==> config.mk <==
export PLATFORM = sky130hd
export DESIGN_NAME = ext_irq_cond
export DESIGN_NICKNAME = d
export VERILOG_FILES = /design/src/rtl/ext_irq_pkg.sv /design/src/rtl/ext_irq_sync.sv /design/src/rtl/ext_irq_regs.sv /design/src/rtl/ext_irq_chan.sv /design/src/rtl/ext_irq_cond.sv
export SDC_FILE = /design/constraint.sdc
export NUM_CORES = 1
export LEC_CHECK = 0
export BUFFER_PORTS_ARGS = -buffer_cell sky130_fd_sc_hd__buf_2
export CAP_MARGIN = 20
export CORE_MARGIN = 1.5
export CORE_UTILIZATION = 47
export CTS_CLUSTER_DIAMETER = 60
export DETAILED_ROUTE_END_ITERATION = 8
export PLACE_DENSITY = 0.72
export SLEW_MARGIN = 20
export SYNTH_ARGS = -nofsm -noshare
export SYNTH_HDL_FRONTEND = slang
export SYNTH_SLANG_ARGS = --single-unit
==> constraint.sdc <==
create_clock -name clk -period 2.1 [get_ports clk]
set_input_delay 0.315 -clock clk [delete_from_list [all_inputs] [get_ports clk]]
set_output_delay 0.315 -clock clk [all_outputs]
set_load 0.02 [all_outputs]
==> src/rtl/ext_irq_pkg.sv <==
package ext_irq_pkg;
   typedef enum logic [1:0] {
      RA_SEL  = 2'd0,
      RA_MODE = 2'd1,
      RA_PRIO = 2'd2,
      RA_NONE = 2'd3
   } reg_addr_e;
endpackage

==> src/rtl/ext_irq_sync.sv <==
module ext_irq_sync #(
   parameter int W      = 8,
   parameter int STAGES = 2
) (
   input  logic         clk,
   input  logic         rst_n,
   input  logic [W-1:0] d,
   output logic [W-1:0] q
);
   if (W < 1) begin : g_bad_w
      $error("ext_irq_sync: W must be at least 1");
   end

   if (STAGES == 0) begin : g_bypass
      assign q = d;
   end else begin : g_chain
      logic [W-1:0] st [STAGES];
      always_ff @(posedge clk or negedge rst_n) begin
         if (!rst_n) begin
            for (int i = 0; i < STAGES; i++) st[i] <= '1;
         end else begin
            st[0] <= d;
            for (int i = 1; i < STAGES; i++) st[i] <= st[i-1];
         end
      end
      assign q = st[STAGES-1];
   end
endmodule

==> src/rtl/ext_irq_regs.sv <==
module ext_irq_regs
   import ext_irq_pkg::*;
#(
   parameter int N_SRC = 2,
   parameter int FLD_W = 4,
   parameter int REG_W = 8
) (
   input  logic                   clk,
   input  logic                   rst_n,
   input  logic                   we,
   input  logic [1:0]             addr,
   input  logic [REG_W-1:0]       wdata,
   output logic [REG_W-1:0]       rdata,
   output logic [N_SRC*FLD_W-1:0] sel_cfg,
   output logic [N_SRC-1:0]       mode,
   output logic [N_SRC-1:0]       prio,
   output logic [N_SRC-1:0]       cfg_chg
);
   localparam int CFG_W = N_SRC * FLD_W;

   if (CFG_W > REG_W) begin : g_bad_pack
      $error("ext_irq_regs: selection fields do not fit the register");
   end

   reg_addr_e a;
   logic      wr_sel, wr_mode, wr_prio;
   assign a       = reg_addr_e'(addr);
   assign wr_sel  = we && (a == RA_SEL);
   assign wr_mode = we && (a == RA_MODE);
   assign wr_prio = we && (a == RA_PRIO);

   always_ff @(posedge clk or negedge rst_n) begin
      if (!rst_n) begin
         sel_cfg <= '0;
         mode    <= '0;
         prio    <= '0;
      end else begin
         if (wr_sel)  sel_cfg <= wdata[CFG_W-1:0];
         if (wr_mode) mode    <= wdata[N_SRC-1:0];
         if (wr_prio) prio    <= wdata[N_SRC-1:0];
      end
   end

   for (genvar k = 0; k < N_SRC; k++) begin : g_chg
      assign cfg_chg[k] = wr_sel &&
         (wdata[k*FLD_W +: FLD_W] != sel_cfg[k*FLD_W +: FLD_W]);
   end

   always_comb begin
      rdata = '0;
      case (a)
         RA_SEL:  rdata[CFG_W-1:0] = sel_cfg;
         RA_MODE: rdata[N_SRC-1:0] = mode;
         RA_PRIO: rdata[N_SRC-1:0] = prio;
         default: rdata = '0;
      endcase
   end

   // a priority write lands in the tag on the next cycle
   p_prio_write_r8: assert property (@(posedge clk) disable iff (!rst_n)
      wr_prio |=> (prio == $past(wdata[N_SRC-1:0])));
   // unused bits of the priority register read as zero
   p_prio_unused_zero_r9: assert property (@(posedge clk) disable iff (!rst_n)
      (a == RA_PRIO) |-> ((rdata >> N_SRC) == '0));
   // the hole at address 3 reads zero
   p_hole_zero_r9: assert property (@(posedge clk) disable iff (!rst_n)
      (a == RA_NONE) |-> (rdata == '0));
endmodule

==> src/rtl/ext_irq_chan.sv <==
module ext_irq_chan #(
   parameter int PORT_W = 8,
   parameter int SEL_W  = 3
) (
   input  logic              clk,
   input  logic              rst_n,
   input  logic [PORT_W-1:0] pins_s,
   input  logic [SEL_W-1:0]  sel,
   input  logic              pol_hi,
   input  logic              edge_mode,
   input  logic              cfg_chg,
   input  logic              ack,
   output logic              req
);
   logic active, prev, hist_vld, pend, edge_now;

   assign active   = pol_hi ? pins_s[sel] : ~pins_s[sel];
   assign edge_now = hist_vld && active && !prev;

   always_ff @(posedge clk or negedge rst_n) begin
      if (!rst_n) begin
         prev     <= 1'b0;
         hist_vld <= 1'b0;
         pend     <= 1'b0;
      end else begin
         prev     <= active;
         hist_vld <= !cfg_chg;
         if (edge_mode) pend <= (pend && !ack) || edge_now;
         else           pend <= 1'b0;
      end
   end

   assign req = edge_mode ? pend : active;

   // a latched request is held until acknowledged
   p_pend_hold_r5: assert property (@(posedge clk) disable iff (!rst_n)
      (edge_mode && pend && !ack) |=> pend);
   // an acknowledge without a new edge clears the request
   p_ack_clears_r5: assert property (@(posedge clk) disable iff (!rst_n)
      (edge_mode && ack && !edge_now) |=> !pend);
   // a new edge wins over a coincident acknowledge
   p_edge_wins_r6: assert property (@(posedge clk) disable iff (!rst_n)
      (edge_mode && edge_now) |=> pend);
   // no edge is reported in the cycle after a pin/polarity change
   p_no_false_edge_r7: assert property (@(posedge clk) disable iff (!rst_n)
      cfg_chg |=> !edge_now);
endmodule

==> src/rtl/ext_irq_cond.sv <==
module ext_irq_cond #(
   parameter int PORT_W      = 8,
   parameter int N_SRC       = 2,
   parameter int REG_W       = 8,
   parameter int SYNC_STAGES = 2
) (
   input  logic              clk,
   input  logic              rst_n,
   input  logic              reg_we,
   input  logic [1:0]        reg_addr,
   input  logic [REG_W-1:0]  reg_wdata,
   output logic [REG_W-1:0]  reg_rdata,
   input  logic [PORT_W-1:0] port_in,
   input  logic [N_SRC-1:0]  irq_ack,
   output logic [N_SRC-1:0]  irq_req,
   output logic [N_SRC-1:0]  irq_hi
);
   localparam int SEL_W = $clog2(PORT_W);
   localparam int FLD_W = SEL_W + 1;

   if (PORT_W < 2 || (1 << SEL_W) != PORT_W) begin : g_bad_port
      $error("ext_irq_cond: PORT_W must be a power of two of at least 2");
   end
   if (N_SRC < 1 || N_SRC > REG_W) begin : g_bad_src
      $error("ext_irq_cond: N_SRC out of range");
   end

   logic [PORT_W-1:0]      pins_s;
   logic [N_SRC*FLD_W-1:0] sel_cfg;
   logic [N_SRC-1:0]       mode, cfg_chg;

   ext_irq_sync #(.W(PORT_W), .STAGES(SYNC_STAGES)) u_sync (
      .clk(clk), .rst_n(rst_n), .d(port_in), .q(pins_s)
   );

   ext_irq_regs #(.N_SRC(N_SRC), .FLD_W(FLD_W), .REG_W(REG_W)) u_regs (
      .clk(clk), .rst_n(rst_n), .we(reg_we), .addr(reg_addr),
      .wdata(reg_wdata), .rdata(reg_rdata), .sel_cfg(sel_cfg),
      .mode(mode), .prio(irq_hi), .cfg_chg(cfg_chg)
   );

   for (genvar k = 0; k < N_SRC; k++) begin : g_chan
      ext_irq_chan #(.PORT_W(PORT_W), .SEL_W(SEL_W)) u_chan (
         .clk(clk), .rst_n(rst_n), .pins_s(pins_s),
         .sel(sel_cfg[k*FLD_W +: SEL_W]),
         .pol_hi(sel_cfg[k*FLD_W + SEL_W]),
         .edge_mode(mode[k]), .cfg_chg(cfg_chg[k]),
         .ack(irq_ack[k]), .req(irq_req[k])
      );
   end

   // in level mode an acknowledge leaves the request untouched
   p_level_ack_noeffect_r4: assert property (@(posedge clk) disable iff (!rst_n)
      (!mode[0] && irq_ack[0] && $stable(pins_s) && !cfg_chg[0] && !reg_we)
      |=> $stable(irq_req[0]));
endmodule

==> flow_summary.yaml, run 1 <==
synth:
  yosysMostFrequentCell: "dfrtp_1"
  synthTopCellsByCount: "dfrtp_1, dfstp_2, mux2_2"
  synth_cells: 96
  synth_area_leaders: "dfrtp_1, dfstp_2, mux2_2, mux4_1, xor2_1"
  synth_top_area_share_pct: 30.20
  ys_types: 21
  netlist_area_um2: 1491
  synth_seq_cells: 34
  yosys.area.top_type: "dfrtp_1"
  synth-edff-count: 0
  synth_fp_nets: 119
  syn_area_per_cell_um2: 15.54
  ys.flop_type: "dfrtp_1"
  ys_seq_area_share_pct: 58.39
  yosys_warnings: 0
  async_reset_ff_share_pct: 100.0
worst_setup_path:
  crit_arrival_ns: 1.99
  crit_buf_inv: 1
  cp_top_family: "multiplexers"
  critical_path_required_ns: 1.78
  cp-end-kind: "output port"
  cp-start-kind: "register"
  cp_cell_sequence: "mux4_2, mux2i_4, xor2_2, mux2_4, buf_6"
  crit_fanout: 3
  crit_start: "u_regs.sel_cfg[0]"
  crit_type: "register to output port"
  r2r_end: "g_chan[1].u_chan.pend"
  reg2reg_depth: 4
  crit_path_max_incr_delay_ns: 0.53
  critical_path.slowest_cell: "mux4_2"
  r2r-start: "u_regs.sel_cfg[4]"
  ff2ff_setup_slack_ns: 0.57
sta:
  fin_hold_ws_ns: 0.03129
  grt_setup_unrepaired: "true"
  drv_slew: 0
  min_period_ns: 2.304
  timing.final.crit_share_pct: 109.7
  max_freq_mhz: 434.1
  hold_violations: 0
  setup_slack_ns: -0.2036
  setup_viol: 2
  final.setup_skew_ns: 0.006529
  relSlewSlack_pct: 52.95
  tightest_slew_ns: 0.7057
final_layout:
  stdcell_area_um2: 1821
  multi_input_area_um2: 593.1
  areaGrowthSynthToFinish_pct: 22.06
  ff_latch_area_um2: 872.1
  final_nets: 162
  nFillCells: 241
  fin_util_pct: 60.12
  final_layout_size_suffix_gt1_share_pct: 58.57
  antenna_cells: 0
floorplanning:
  die-width_um: 59.33
  die-area_um2: 3520
  fp-row-count: 20
  die_y_um: 59.33
  initial_core_util_pct: 49.26
  core_area_um2: 3028
  io_pins: 35
clock_tree:
  cts_buffer_depth: 2
  clock_latency_ns: 0.32
  cts_tree: "built"
  htree_levels: 2
  cts_buffers: 5
  hold_buffers: 0
  path_clk_slew_ns: 0.10
  numClockSinks: 34
  root_buffer: "clkbuf_4"
drt:
  drtPass1Iterations: 4
  vias: 888
  routedWlPerCell_um: 13.34
  drt-initial-drc-count: 49
  final_antenna_net_count: 0
  routed_via_density: 4.826
  drc: 0
  routed_wl_um: 2455
global_routing:
  grt-ovfl-total: 0
  grt_max_degree: 35
  grt_use_total_pct: 16.63
  antenna_found_initial: 0
  grt_pass1_vias: 929
  grt_pass1_wl_um: 4140
outcome:
  failed_checks: "negative setup slack"
  status: "complete, but fails checks"
pwr:
  p_leak_uw: 0.0008039
  peakVddDrop_mv: 0.4592
  p_sw_uw: 494.0
  p_int_uw: 1266
  p_clk_share_pct: 24.8
  swShare_pct: 28.07
  power_frac_comb_pct: 26.4
  seqPwrFrac_pct: 48.7
  power_density_nw_per_um2: 966.7
placement:
  gp_congestion: 0.7696
  portBuffers: 34
  place_area_um2: 1719
  dp_hpwl_um: 1846
job:
  max_cap_violations: 0
hold_path:
  hp-class: "input port to asynchronous set/reset pin"
## per-layer routing
| layer | vias up | track usage (%) | wire [um] |
|---|---|---|---|
| met3 | 5 | 4.803 | 127 |
| met4 | 0 | 9.091 | 45 |
| met1 | 424 | 21.11 | 1074 |
| met5 | - | 0 | 0 |
| li1 | 433 | - | - |
| met2 | 26 | 25.59 | 1207 |
## registers in the layout, indices dropped and copies added (netlist names)
register and count:
u_regs.sel_cfg 8, u_sync.g_chain.st 8, u_sync.q 8, g_chan.u_chan.hist_vld 2
g_chan.u_chan.pend 2, g_chan.u_chan.prev 2, u_regs.mode 2, u_regs.prio 2
## logic make-up (layout without fill, tap and decap cells)
| family | Yosys count | after routing | share of synthesized area, % |
|---|---|---|---|
| AO/OA/AOI/OAI | 6 | 6 | 3.021 |
| multiplexers | 22 | 22 | 21.98 |
| buffers and inverters | 3 | 47 | 1.342 |
| XOR/XNOR | 10 | 10 | 6.879 |
| AND/OR/NAND/NOR | 21 | 21 | 8.390 |
| flip-flops | 34 | 34 | 58.39 |
## timing repair
action                     in CTS  in global routing
setup endpoints to repair       2                  2
gates resized for setup         9                  2
setup buffers                   2                  0
pin swaps                       0                  0
## how the worst max path moves through the flow
stage / cells past startpoint / to
2_1_floorplan: 5 / irq_req[0]
3_3_place_gp: 5 / irq_req[0]
3_5_place_dp: 5 / irq_req[0]
4_1_cts: 5 / irq_req[0]
5_1_grt: 5 / irq_req[1]
6_report: 5 / irq_req[0]
## cells in the final DEF, fill, tap and decap left out, types with 2 or more instances in the layout
cell type	Yosys	final
and2_1	7	7
buf_2	1	32
buf_4	2	5
buf_6	0	2
clkbuf_4	0	5
dfrtp_1	18	17
dfstp_2	16	16
mux2_1	3	3
mux2_2	11	9
mux2_4	0	2
mux2i_1	2	2
mux2i_4	2	2
mux4_2	0	4
nand2_1	7	7
nand4b_1	2	2
nor4bb_1	2	2
o21ai_0	2	2
o221ai_1	2	2
o41ai_1	2	2
xor2_1	8	8
xor2_2	2	2
## area by class of cell
cell class | instances | area share, %
clock buffers | 8 | 4.399
well taps | 44 | 3.024
multi-input cells | 59 | 32.58
repair buffers | 39 | 12.10
flip-flops and latches | 34 | 47.90
## power by group through the flow
stage / Sequential, uW / Combinational (uW) / Clock [uW]
detailed placement: 866 / 404 / 0
CTS: 857 / 465 / 455
global placement: 854 / 391 / 0
finish: 858 / 465 / 437
global route: 871 / 504 / 489
floorplan: 849 / 302 / 0
## metrics by stage
stage               power (uW)  TNS (ns)  worst slack [ns]  std cells
detailed placement        1269         0           0.04646        174
floorplan                 1151         0           0.09163         96
CTS                       1777   -0.4831           -0.2667        184
global route              1865   -0.6263           -0.3267        184
global placement          1245         0            0.1112        174
finish                    1760   -0.4012           -0.2036        184
Note: power is estimated with default switching activity, not from simulation.
==> run 2, diff against run 1 <==
CORE_UTILIZATION = 50   (was 47)
CTS_CLUSTER_SIZE = 30   (was default)
PLACE_DENSITY = 0.73   (was 0.72)
clock period = 2.9 ns   (was 2.1 ns; I/O delays follow)
==> run 2 against run 1 <==
Compared with the run above:
- the run now ends clean
- global-route usage is 0.55 points higher
- routed wire length up 1.9%
- flip-flop and latch count unchanged
- design area decreased by 2.1%
- via count up 1.7%
- clock skew increased by 0.0027 ns
- critical endpoint unchanged
- largest cell class unchanged
==> flow_summary.yaml, run 2 (synthesis gave the netlist of run 1 again) <==
clock_tree:
  hold_buffers: 0
  htree_levels: 2
  cts_resized: 0
  cts_buffer_depth: 2
  root_buffer: "clkbuf_4"
  cts_tree: "built"
  path_clk_slew_ns: 0.11
  cts_setup_buffers: 0
  numClockSinks: 34
  cts_buffers: 5
  clock_latency_ns: 0.34
sta:
  setup_viol: 0
  drv_slew: 0
  max_freq_mhz: 382.2
  relSlewSlack_pct: 52.40
  tightest_slew_ns: 0.7140
  hold_violations: 0
  final.setup_skew_ns: 0.009263
  min_period_ns: 2.617
  grt_setup_unrepaired: "false"
  setup_tns_ns: 0
  timing.final.crit_share_pct: 90.22
placement:
  dp_hpwl_um: 1864
  gp_congestion: 0.8108
  portBuffers: 34
worst_setup_path:
  critical_path_required_ns: 2.47
  cp-start-kind: "register"
  crit_arrival_ns: 2.18
  crit_fanout: 5
  cp-end-kind: "output port"
  crit_type: "register to output port"
drt:
  vias: 903
  routedWlPerCell_um: 15.07
  drtPass1Iterations: 4
  drc: 0
  routed_wl_um: 2501
  drt-initial-drc-count: 32
  final_antenna_net_count: 0
  routed_via_density: 5.440
pwr:
  p_leak_uw: 0.0007960
  peakVddDrop_mv: 0.6583
  power_density_nw_per_um2: 729.5
final_layout:
  fin_util_pct: 64.06
  layout_common_cells: "buf_2, dfrtp_1, dfstp_2"
  final_layout_size_suffix_gt1_share_pct: 54.07
  final_nets: 157
  antenna_cells: 0
  areaGrowthSynthToFinish_pct: 19.46
  final_common_cell: "buf_2"
global_routing:
  antenna_found_initial: 0
  grt-ovfl-total: 0
  grt_use_total_pct: 17.18
  grt_pass1_vias: 886
  grt_max_degree: 35
  grt_pass1_wl_um: 4043
floorplanning:
  core_area_um2: 2781
  io_pins: 35
  initial_core_util_pct: 53.62
  die-area_um2: 3319
  fp-row-count: 19
  die_y_um: 57.62
  die-width_um: 57.62
hold_path:
  hp-class: "input port to asynchronous set/reset pin"
job:
  max_cap_violations: 0
outcome:
  status: "completed"
## run 2: changes by cell type in the layout (fill, tap and decap cells not counted)
cell,delta
buf_4,-5
mux4_1,+4
mux4_2,-4
buf_2,+2
buf_6,-2
mux2_2,+2
mux2_4,-2
bufinv_16,+1
clkbuf_1,-1
clkbuf_8,-1
clkinv_4,+1
dfrtp_1,+1
dfrtp_2,-1
## run 2: layout make-up
cell class | instances | area (um2)
clock inverter | 2 | 38.79
sequential | 34 | 870.8
timing repair buffer | 34 | 170.2
fill | 214 | 999.7
tap | 31 | 38.79
clock buffer | 6 | 62.56
multi-input combinational | 59 | 600.6
## run 2: final timing paths
kind	startpoint	endpoint	slack, ns	depth (start not counted)
setup / recovery	u_regs.sel_cfg[0]	irq_req[0]	0.28	5
hold / removal	rst_n	u_regs.sel_cfg[0]	0.14	1
setup reg to reg	u_regs.sel_cfg[0]	g_chan[0].u_chan.pend	1.31	3
hold reg to reg	u_sync.g_chain.st[12]	u_sync.q[4]	0.36	0
max in group asynchronous	rst_n	u_regs.sel_cfg[6]	2.31	1
min in group clk	port_in[0]	u_sync.g_chain.st[8]	0.18	1
## run 2: metrics by stage
| stage | power [uW] | instance area (um2) | cells | worst slack [ns] | hold slack (ns) |
|---|---|---|---|---|---|
| floorplan | 833.2 | 1491 | 96 | 0.7716 | 0.1394 |
| global placement | 892.6 | 1680 | 158 | 0.7419 | 0.3460 |
| detailed placement | 907.7 | 1680 | 158 | 0.6621 | 0.3468 |
| CTS | 1313 | 1782 | 166 | 0.2703 | 0.1535 |
| global route | 1363 | 1782 | 166 | 0.1757 | 0.1431 |
| finish | 1300 | 1782 | 166 | 0.2835 | 0.1352 |
## run 2: per-layer routing
metal	track usage, %	part of all wire (%)
met3	7.366	5.6
met4	6.977	1.9
met5	0	0
met1	19.85	42
met2	28.25	51
## run 2: power breakdown
group	total [uW]	switching [uW]	internal [uW]
Sequential	619	69.1	550
Clock	402	167	235
Combinational	279	132	146
## run 2: critical path, stage by stage (launching register included)
cell and delay [ns]:
dfrtp_1 0.46, mux4_1 0.63, mux2i_4 0.22, xor2_2 0.11, mux2_2 0.27, buf_2 0.16
